File: src/rtl/sat_pkg.sv
package sat_pkg;

    // Operation codes carried on op_i; codes above OP_UCLMP2 are unused.
    typedef enum logic [3:0] {
        OP_QADD   = 4'h0,
        OP_QSUB   = 4'h1,
        OP_ADDQ   = 4'h2,
        OP_QDBL   = 4'h3,
        OP_UQADD  = 4'h4,
        OP_UQSUB  = 4'h5,
        OP_SCLMP  = 4'h6,
        OP_UCLMP  = 4'h7,
        OP_SCLMP2 = 4'h8,
        OP_UCLMP2 = 4'h9
    } sat_op_e;

    typedef struct packed {
        logic sticky;
    } sat_state_t;

endpackage

File: src/rtl/sat_addsub.sv
// Shared adder/subtractor producing wrapped, signed-clamped and
// unsigned-clamped results plus their overflow indications.
module sat_addsub #(
    parameter int W = 32
) (
    input  logic [W-1:0] a_i,
    input  logic [W-1:0] b_i,
    input  logic         sub_i,
    output logic [W-1:0] raw_o,
    output logic [W-1:0] s_res_o,
    output logic         s_ovf_o,
    output logic [W-1:0] u_res_o,
    output logic         u_ovf_o
);
    localparam logic [W-1:0] S_MAX = {1'b0, {(W-1){1'b1}}};
    localparam logic [W-1:0] S_MIN = {1'b1, {(W-1){1'b0}}};

    logic [W:0]   wide;
    logic [W-1:0] raw;
    logic         res_flip;
    logic         ops_differ;

    always_comb begin
        if (sub_i) begin
            wide = {1'b0, a_i} - {1'b0, b_i};
        end else begin
            wide = {1'b0, a_i} + {1'b0, b_i};
        end
        raw        = wide[W-1:0];
        res_flip   = raw[W-1] ^ a_i[W-1];
        ops_differ = a_i[W-1] ^ b_i[W-1];
        // Signed overflow: result sign moved away from a, with operand
        // signs equal for add and unequal for subtract.
        s_ovf_o = res_flip & (sub_i ? ops_differ : ~ops_differ);
        s_res_o = s_ovf_o ? (a_i[W-1] ? S_MIN : S_MAX) : raw;
        // Unsigned: bit W is carry-out on add and borrow on subtract.
        u_ovf_o = wide[W];
        if (u_ovf_o) begin
            u_res_o = sub_i ? '0 : '1;
        end else begin
            u_res_o = raw;
        end
        raw_o = raw;
    end
endmodule

File: src/rtl/sat_double.sv
// Saturating doubling of a signed operand.
module sat_double #(
    parameter int W = 32
) (
    input  logic [W-1:0] a_i,
    output logic [W-1:0] res_o,
    output logic         sat_o
);
    localparam logic [W-1:0] S_MAX  = {1'b0, {(W-1){1'b1}}};
    localparam logic [W-1:0] S_MIN  = {1'b1, {(W-1){1'b0}}};
    localparam logic [W-1:0] QTR_HI = {2'b01, {(W-2){1'b0}}};
    localparam logic [W-1:0] QTR_LO = {2'b11, {(W-2){1'b0}}};

    logic hi_clip;
    logic lo_clip;

    always_comb begin
        hi_clip = $signed(a_i) >= $signed(QTR_HI);
        lo_clip = $signed(a_i) <= $signed(QTR_LO);
        sat_o   = hi_clip | lo_clip;
        if (hi_clip) begin
            res_o = S_MAX;
        end else if (lo_clip) begin
            res_o = S_MIN;
        end else begin
            res_o = {a_i[W-2:0], 1'b0};
        end
    end
endmodule

File: src/rtl/sat_clamp.sv
// Clamp a signed value to a range set by a shift amount, either to the
// signed range [-(1<<s), (1<<s)-1] or to the unsigned range [0, (1<<s)-1].
// A shift at or beyond VAL_W leaves every value in range.
module sat_clamp #(
    parameter int VAL_W = 32,
    parameter int SH_W  = 5
) (
    input  logic [VAL_W-1:0] val_i,
    input  logic [SH_W-1:0]  sh_i,
    input  logic             uns_i,
    output logic [VAL_W-1:0] res_o,
    output logic             sat_o
);
    localparam logic [VAL_W-1:0] ONE = {{(VAL_W-1){1'b0}}, 1'b1};

    logic [VAL_W-1:0]        mask;
    logic signed [VAL_W-1:0] top;
    logic                    s_pos;
    logic                    s_neg;
    logic                    u_neg;
    logic                    u_over;

    always_comb begin
        mask   = (ONE << sh_i) - ONE;
        top    = $signed(val_i) >>> sh_i;
        s_pos  = ~top[VAL_W-1] & (top != '0);
        s_neg  = top[VAL_W-1] & (top != '1);
        u_neg  = val_i[VAL_W-1];
        u_over = ~val_i[VAL_W-1] & ((val_i & ~mask) != '0);
        res_o  = val_i;
        sat_o  = 1'b0;
        if (uns_i) begin
            if (u_neg) begin
                res_o = '0;
                sat_o = 1'b1;
            end else if (u_over) begin
                res_o = mask;
                sat_o = 1'b1;
            end
        end else begin
            if (s_pos) begin
                res_o = mask;
                sat_o = 1'b1;
            end else if (s_neg) begin
                res_o = ~mask;
                sat_o = 1'b1;
            end
        end
    end
endmodule

File: src/rtl/sat_alu.sv
module sat_alu
    import sat_pkg::*;
#(
    parameter int DATA_W = 32,
    localparam int SH_W = $clog2(DATA_W)
) (
    input  logic              clk_i,
    input  logic              rst_ni,
    input  logic [3:0]        op_i,
    input  logic [SH_W-1:0]   sh_i,
    input  logic [DATA_W-1:0] a_i,
    input  logic [DATA_W-1:0] b_i,
    input  logic              clr_i,
    output logic [DATA_W-1:0] res_o,
    output logic              sat_o
);
    localparam int HALF_W = DATA_W / 2;
    localparam int NHALF  = 2;
    localparam logic [DATA_W-1:0] S_MAX = {1'b0, {(DATA_W-1){1'b1}}};
    localparam logic [DATA_W-1:0] S_MIN = {1'b1, {(DATA_W-1){1'b0}}};

    // Add / subtract
    logic              as_sub;
    logic [DATA_W-1:0] as_raw;
    logic [DATA_W-1:0] as_sres;
    logic              as_sovf;
    logic [DATA_W-1:0] as_ures;
    logic              as_uovf;

    assign as_sub = (op_i == OP_QSUB) || (op_i == OP_UQSUB);

    sat_addsub #(.W(DATA_W)) u_addsub (
        .a_i     (a_i),
        .b_i     (b_i),
        .sub_i   (as_sub),
        .raw_o   (as_raw),
        .s_res_o (as_sres),
        .s_ovf_o (as_sovf),
        .u_res_o (as_ures),
        .u_ovf_o (as_uovf)
    );

    // Doubling
    logic [DATA_W-1:0] dbl_res;
    logic              dbl_sat;

    sat_double #(.W(DATA_W)) u_double (
        .a_i   (a_i),
        .res_o (dbl_res),
        .sat_o (dbl_sat)
    );

    // Whole-word clamp
    logic [DATA_W-1:0] wc_res;
    logic              wc_sat;

    sat_clamp #(.VAL_W(DATA_W), .SH_W(SH_W)) u_word_clamp (
        .val_i (a_i),
        .sh_i  (sh_i),
        .uns_i (op_i == OP_UCLMP),
        .res_o (wc_res),
        .sat_o (wc_sat)
    );

    // Per-half clamps
    logic [DATA_W-1:0] hc_res;
    logic [NHALF-1:0]  hc_sat;

    for (genvar h = 0; h < NHALF; h++) begin : g_half
        sat_clamp #(.VAL_W(HALF_W), .SH_W(SH_W)) u_half_clamp (
            .val_i (a_i[h*HALF_W +: HALF_W]),
            .sh_i  (sh_i),
            .uns_i (op_i == OP_UCLMP2),
            .res_o (hc_res[h*HALF_W +: HALF_W]),
            .sat_o (hc_sat[h])
        );
    end

    // Result select and sticky flag next state
    sat_state_t state_d;
    sat_state_t state_q;
    logic       sat_event;

    always_comb begin
        res_o     = '0;
        sat_event = 1'b0;
        case (op_i)
            OP_QADD, OP_QSUB: begin
                res_o     = as_sres;
                sat_event = as_sovf;
            end
            OP_ADDQ: begin
                res_o     = as_raw;
                sat_event = as_sovf;
            end
            OP_QDBL: begin
                res_o     = dbl_res;
                sat_event = dbl_sat;
            end
            OP_UQADD, OP_UQSUB: begin
                res_o     = as_ures;
                sat_event = as_uovf;
            end
            OP_SCLMP, OP_UCLMP: begin
                res_o     = wc_res;
                sat_event = wc_sat;
            end
            OP_SCLMP2, OP_UCLMP2: begin
                res_o     = hc_res;
                sat_event = |hc_sat;
            end
            default: begin
                res_o     = '0;
                sat_event = 1'b0;
            end
        endcase
        state_d.sticky = (clr_i ? 1'b0 : state_q.sticky) | sat_event;
    end

    always_ff @(posedge clk_i or negedge rst_ni) begin
        if (!rst_ni) begin
            state_q <= '0;
        end else begin
            state_q <= state_d;
        end
    end

    assign sat_o = state_q.sticky;

    // a saturation event is visible on the flag one edge later
    a_r8_event_sets: assert property (@(posedge clk_i) disable iff (!rst_ni)
        sat_event |=> sat_o);

    // without a clear the flag never falls
    a_r8_flag_holds: assert property (@(posedge clk_i) disable iff (!rst_ni)
        (sat_o && !clr_i) |=> sat_o);

    // a clear with no competing event empties the flag
    a_r9_clear_wins: assert property (@(posedge clk_i) disable iff (!rst_ni)
        (clr_i && !sat_event) |=> !sat_o);

    // unused codes give zero and leave the flag as it was
    a_r10_unused_quiet: assert property (@(posedge clk_i) disable iff (!rst_ni)
        (op_i > OP_UCLMP2 && !clr_i) |-> (res_o == '0) ##1 ($stable(sat_o)));

    // a signed overflow yields one of the two range limits
    a_r1_signed_limit: assert property (@(posedge clk_i) disable iff (!rst_ni)
        ((op_i == OP_QADD || op_i == OP_QSUB) && as_sovf)
            |-> (res_o == S_MAX || res_o == S_MIN));

    // unsigned add clamp gives all ones
    a_r4_uadd_ones: assert property (@(posedge clk_i) disable iff (!rst_ni)
        (op_i == OP_UQADD && as_uovf) |-> (res_o == '1));

endmodule

File: config.mk
export PLATFORM = sky130hd
export DESIGN_NAME = sat_alu
export DESIGN_NICKNAME = d
export VERILOG_FILES = /design/src/rtl/sat_pkg.sv /design/src/rtl/sat_addsub.sv /design/src/rtl/sat_double.sv /design/src/rtl/sat_clamp.sv /design/src/rtl/sat_alu.sv
export SDC_FILE = /design/constraint.sdc
export NUM_CORES = 1
export LEC_CHECK = 0
export ABC_AREA = 1
export BUFFER_PORTS_ARGS = -buffer_cell sky130_fd_sc_hd__buf_4
export CORE_UTILIZATION = 38
export DETAILED_ROUTE_END_ITERATION = 6
export GPL_TIMING_DRIVEN = 0
export PLACE_DENSITY = 0.52
export SLEW_MARGIN = 20
export SYNTH_ARGS = -nofsm -noshare
export SYNTH_HDL_FRONTEND = slang
export SYNTH_SLANG_ARGS = --single-unit
export TNS_END_PERCENT = 1
File: constraint.sdc
create_clock -name clk_i -period 8.3 [get_ports clk_i]
set_clock_uncertainty 0.15 [all_clocks]
set_input_delay 2.075 -clock clk_i [delete_from_list [all_inputs] [get_ports clk_i]]
set_output_delay 2.075 -clock clk_i [all_outputs]
set_load 0.02 [all_outputs]
# Word level (Yosys, flattened, before mapping)
# Index checks and enable logic that the tools add are counted.
word_totals:
  ramBits: 0
  n_memories: 0
  input_bits: 76
  latch_bits: 0
  ff_bits: 1
  wordCells: 104
  rom_bits: 0
classes:
  n_addsub: 4
  n_mux: 41
  shift: 5
  reduce_logical: 14
  div_mod_pow: 0
  bitwise: 25
  magnitude_cmp: 2
  mul: 0
  eq_ne: 12
ops:
  columns: ["op", "n"]
  rows:
  - ["$mux 32", 11]
  - ["$pmux 32 s6", 1]
  - ["$mux 16", 10]
  - ["$reduce_bool 16->1", 4]
  - ["$reduce_bool 32->1", 2]
  - ["$add 32x32->33", 1]
  - ["$mux 33", 1]
  - ["$sub 32x32->33", 1]
  - ["$and 16x16->16", 2]
  - ["$and 32x32->32", 1]
  - ["$ge 32x32->1 const B", 1]
  - ["$le 32x31->1 const B", 1]
  - ["$ne 16x16->1 const B", 2]
  - ["$ne 32x32->1 const B", 1]
  - ["$not 32->32", 1]
  - ["$shl 1x5->32 const A", 1]
  - ["$sshr 16x5->16", 2]
  - ["$sshr 32x5->32", 1]
  - ["$sub 32x1->32 const B", 1]
  - ["$mux 1", 17]
  - ["$eq 4x3->1 const B", 4]
  - ["$not 16->16", 1]
  - ["$shl 1x5->16 const A", 1]
  - ["$sub 16x1->16 const B", 1]
  - ["other kinds (12)", 34]

# Longest topological paths before layout
logic_depth:
  word_depth: 12
  ltp_mapped: 28

# Modules after synthesis
# A second synthesis with hierarchy kept.
hier_totals:
  hier_cells: 3318
  area_unflattened_um2: 15503.6
by_module_without_submodules:
  columns: ["mod", "area_per_inst_um2", "n_inst", "cells_each"]
  rows:
  - ["sat_clamp (u_word_clamp)", 4820.9, 1, 1061]
  - ["sat_addsub", 3587.2, 1, 691]
  - ["sat_clamp (g_half[0].u_half_clamp)", 2265.9, 1, 499]
  - ["sat_clamp (g_half[1].u_half_clamp)", 2165.8, 1, 481]
  - ["sat_alu", 2026.9, 1, 453]
  - ["sat_double", 636.9, 1, 133]

# Worst setup path before layout
# No wires, ideal clock.
synth_timing:
  path_kind: "in2out"
  start: "in op_i[0]"
  end: "out res_o[31]"
  path_stages: 22
  t_arrival_ns: 5.571
  path_slack_ns: 0.504
  path_cell_list: "clkbuf_1 > clkinv_1 > nor2_1 > nand2_1 > inv_1 > clkbuf_1 > or2_2 > xor2_1 > ha_1 > nand2_1 > o21ai_0 > nand2_1 > o211ai_1 > a21oi_1 > nand3b_1 > nand2_1 > or2_2 > nand2_1 > buf_2 > a21oi_1 > a21oi_1 > o2111ai_1"
synth_via:
  elab_chain_len: 7
synth_lines:
  columns: ["element", "line", "rtl"]
  rows:
  - ["from (decl)", "sat_alu.sv:9", "input logic [3:0] op_i,"]
  - ["$eq 4x1->1 / $eq 4x3->1 (equally long branches)", "sat_alu.sv:30, sat_alu.sv:87", null]
  - ["$logic_or 1x1->1", "sat_alu.sv:30", "assign as_sub = (op_i == OP_QSUB) || (op_i == OP_UQSUB);"]
  - ["$mux 33", "sat_addsub.sv:24", "if (sub_i) begin"]
  - ["$xor 1x1->1", "sat_addsub.sv:30", "res_flip = raw[W-1] ^ a_i[W-1];"]
  - ["$and 1x1->1", "sat_addsub.sv:34", "s_ovf_o = res_flip & (sub_i ? ops_differ : ~ops_differ);"]
  - ["$mux 32", "sat_addsub.sv:35", "s_res_o = s_ovf_o ? (a_i[W-1] ? S_MIN : S_MAX) : raw;"]
  - ["$pmux 32 s6 *", "sat_alu.sv:87", "case (op_i)"]
  - ["to (decl)", "sat_alu.sv:14", "output logic [DATA_W-1:0] res_o,"]
# Every way passes the cells marked *; elsewhere a longest branch is shown, timed or not.

# Final worst setup path
layout_timing:
  start: "in b_i[2]"
  end: "out res_o[13]"
layout_via:
  elab_chain_len: 6
layout_lines:
  columns: ["element", "line", "rtl"]
  rows:
  - ["from (decl)", "sat_alu.sv:12", "input logic [DATA_W-1:0] b_i,"]
  - ["$add 32x32->33 / $sub 32x32->33 (equally long branches)", "sat_addsub.sv:27, sat_addsub.sv:25", null]
  - ["$mux 33 *", "sat_addsub.sv:24", null]
  - ["$xor 1x1->1", "sat_addsub.sv:30", null]
  - ["$and 1x1->1", "sat_addsub.sv:34", null]
  - ["$mux 32", "sat_addsub.sv:35", null]
  - ["$pmux 32 s6 *", "sat_alu.sv:87", null]
# Marked as above.

==> summary.md <==
| Metric | Value |
|---|---|
| Row cnt | `between 60 and 70` |
| Peak VDD IR | `56.60 uV` |
| Layout cell share with drive strength beyond 1 | `0.1446` |
| Top layer used by detailed routing | `met5` |
| Die width | `between 150 and 200 um` |
| Vias in the first global route | `~15,000` |
| Fin util | `0.4605` |
| Crit share post-route | `0.9908` |
| Min Tclk post-route | `around 8.2 ns` |
| Global Route Usage Sum | `0.4258` |
| Arrival @ worst endpoint | `6.00 ns` |
| First-pass GRT wire length | `~96,000 um` |
| Area delta synth->final | `19.03%` |
| Synth Area in Compound Gates | `0.1543` |
| RSZ-0062 raised after global routing | `true` |
| Synth Area in XOR/XNOR | `0.04653` |
| Synth async-reset ratio | `1.000` |
| Core Area | `28,700 um2` |
| Status | `complete, but fails checks` |
| Net count after synthesis | `roughly 2,500` |
| Syn Inst Count | `~2,300` |
| Seq/Total Area, Yosys | `0.002253` |
| RePlAce Congestion | `between 1 and 1.5` |
| Setup violations, final | `0` |
| Commonest non-fill, non-tap cell in the layout | `nand2_1` |
| Average wire per standard cell | `23.32 um` |
| Adder-Cell Fraction of Synth Area | `0.04011` |
| Register share of total power | `0.005` |
| EDFF count, synth | `0` |
| IO buf count | `approximately 110` |
| Die height | `173.0 um` |
| Skew-Pair Late Insertion Delay | `0 ns` |
| Mapped Avg Cell Area | `approximately 4.7 um2` |
| Most frequent cells in the layout | `nand2_1, nand3_1, nor2_1` |
| Largest family of logic cells by synthesized area | `simple AND/OR/NAND/NOR gates` |
| DR vias | `17,210` |
| Mapped Area | `roughly 11,000 um2` |
| Leak pwr | `approximately 7 nW` |
| Setup TNS | `0 ns` |
| FMAX | `0.1216 GHz` |
| DR DRC count | `1` |
| HP Class | `reg2reg` |
| R2r setup slk | `between 7 and 8 ns` |
| Grt ovf | `0` |
| CP startpoint kind | `input pin` |
| Worst-margin pin slew | `about 1.1 ns` |
| Nets@finish | `around 2,600` |
| Reg clk slew, reported paths | `0 ns` |
| Clk network pwr share | `0` |
| Worst hold slack | `0.3416 ns` |
| I/O Pins | `approximately 110` |
| Die area | `~30,000 um2` |
| Int Power | `about 0.39 mW` |
| Slew HR | `0.2413` |
| Switching share of power | `0.6722` |
| Distinct cell type count after synthesis | `between 50 and 60` |
| #FFs+latches synth | `1` |
| DRT met1 WL | `around 26,000 um` |
| 1st-iter DRT viols | `~2,500` |
| WP data required | `between 6 and 7 ns` |
| Final Hold Viols | `0` |
| Synth Area in Simple Gates | `0.6157` |
| DR WL met2 | `approximately 26,000 um` |
| Max-Cap Viols | `0` |
| Number of flip-flops in the largest register | `1` |
| Final ANT Viol Nets | `0` |
| NetSw | `around 0.8 mW` |
| Final instance area | `around 13,000 um2` |
| Initial antenna violation count | `1` |
| Design Power | `about 1.2 mW` |
| Failing checks | `design-rule violations` |
| Multiplexer share of the synthesized area | `0` |
| Slew Limit Fails | `0` |
| Initial DRT Pass Iterations | `7` |
| Power Density | `90.12 nW/um2` |
| Most frequently used flop master after synthesis | `dfrtp_1` |
| Worst setup EP type | `primary output` |
| Crit Path Max Fanout | `7` |
| Post-DP Area | `approximately 12,000 um2` |
| Logic pwr share | `0.995` |
| Vias per inst | `~6` |
| Final WL | `~67,000 um` |
| Number of diodes | `0` |
| Yosys warns | `0` |
| Largest net degree at the start of global routing | `11` |
| HPWL after DPL | `approximately 52,000 um` |
| DR WL met3 | `approximately 9300 um` |
| WS Path Type | `in2out` |
| Initial Utilization | `0.3869` |
-- final cells by class --
class	instances	area (um2)
Fill cell	3364	15480
Multi-Input combinational cell	1974	9996
Timing Repair Buffer	132	1056
Inverter	244	932.1
Buffer	124	729.5
Tap cell	384	480.5
Sequential cell	1	25.02
-- power by group through the flow --
stage	Sequential (mW)	Clock [mW]	Combinational, mW
after global routing	0.00647	0	1.26
after detailed placement	0.00632	0	1.04
after floorplan	0.00743	0	0.661
after global placement	0.00631	0	1.04
after CTS	0.00635	0	1.08
final	0.00632	0	1.18
-- synthesized netlist by cell type (5+ instances only) --
cell      count  area [um2]
buf_4        17       127.6
or2_2         5       31.28
buf_6         9       101.4
buf_1         7       26.28
o22ai_1       5       31.28
nor2_1      224       840.8
nand3_1     434        2172
nand4_1      33       206.5
ha_1         34       425.4
o21ai_1      11       55.05
nand2_2       9       56.30
o21ai_0      83       415.4
clkinv_1      7       26.28
nor4_1       11       68.82
nor2_2        9       56.30
xor2_1       38       332.8
buf_2        38       190.2
xnor2_1      21       183.9
o221ai_1      8       70.07
nor3_1       14       70.07
nand2_1     815        3059
inv_2        15       56.30
clkbuf_1     54       202.7
nand3b_1     14       105.1
a21oi_1     116       580.6
inv_1       221       829.6
o211ai_1     33       247.7
o21bai_1      9       67.56
a31oi_1       9       56.30
-- critical path, cell delays in order --
cell and delay (ns):
buf_8 0.10, nor2_4 0.09, nand4_1 0.13, nor2_2 0.18, nand4_1 0.18, inv_2 0.13
nand3_4 0.08, nor3_4 0.21, nand2_2 0.10, inv_2 0.09, nand3_2 0.09, o21ai_2 0.20
xnor2_1 0.15, inv_1 0.10, ha_4 0.30, nand2_4 0.05, nor4_4 0.33, nand3b_1 0.24
nand2_2 0.15, nand2_2 0.07, nand2_4 0.13, clkinvlp_4 0.18, o21ai_1 0.17, nand3_1 0.11
nand3b_1 0.18, buf_4 0.17
-- layer usage --
layer,GRT usage,vias up
met4,0.2452,2
li1,-,7948
met2,0.6146,1130
met1,0.5507,7897
met5,0,-
met3,0.1394,237
-- kinds of logic after synthesis --
kind of cell	count (synthesis)
AOI/OAI and AO/OA	296
xor gates and xnor gates	59
adders and majority gates	35
buffers and inverters	369
DFF	1
and+or+nand+nor	1584
-- path summary, 6_finish.rpt --
check	from	to	cells past startpoint
min in group asynchronous	rst_ni	sat_o	1
hold / removal	sat_o	sat_o	2
max in group asynchronous	rst_ni	sat_o	1
hold reg to reg	sat_o	sat_o	2
setup reg to reg	sat_o	sat_o	2
setup / recovery	b_i[2]	res_o[13]	26
-- repair_timing --
item	in CTS	in global routing
resized for setup	69	127
pin swaps	15	49
setup buffers	11	15
gates cloned	0	1
hold buffers	0	0
setup endpoints to repair	32	32
-- stage by stage --
stage / cells / setup WS (ns)
after floorplan: 2344 / 0.5039
after CTS: 2844 / -0.01697
final: 2859 / 0.07642
after global placement: 2833 / -1.312
after detailed placement: 2833 / -1.347
after global routing: 2859 / -0.1957
Power figures use the tool's default switching activity.
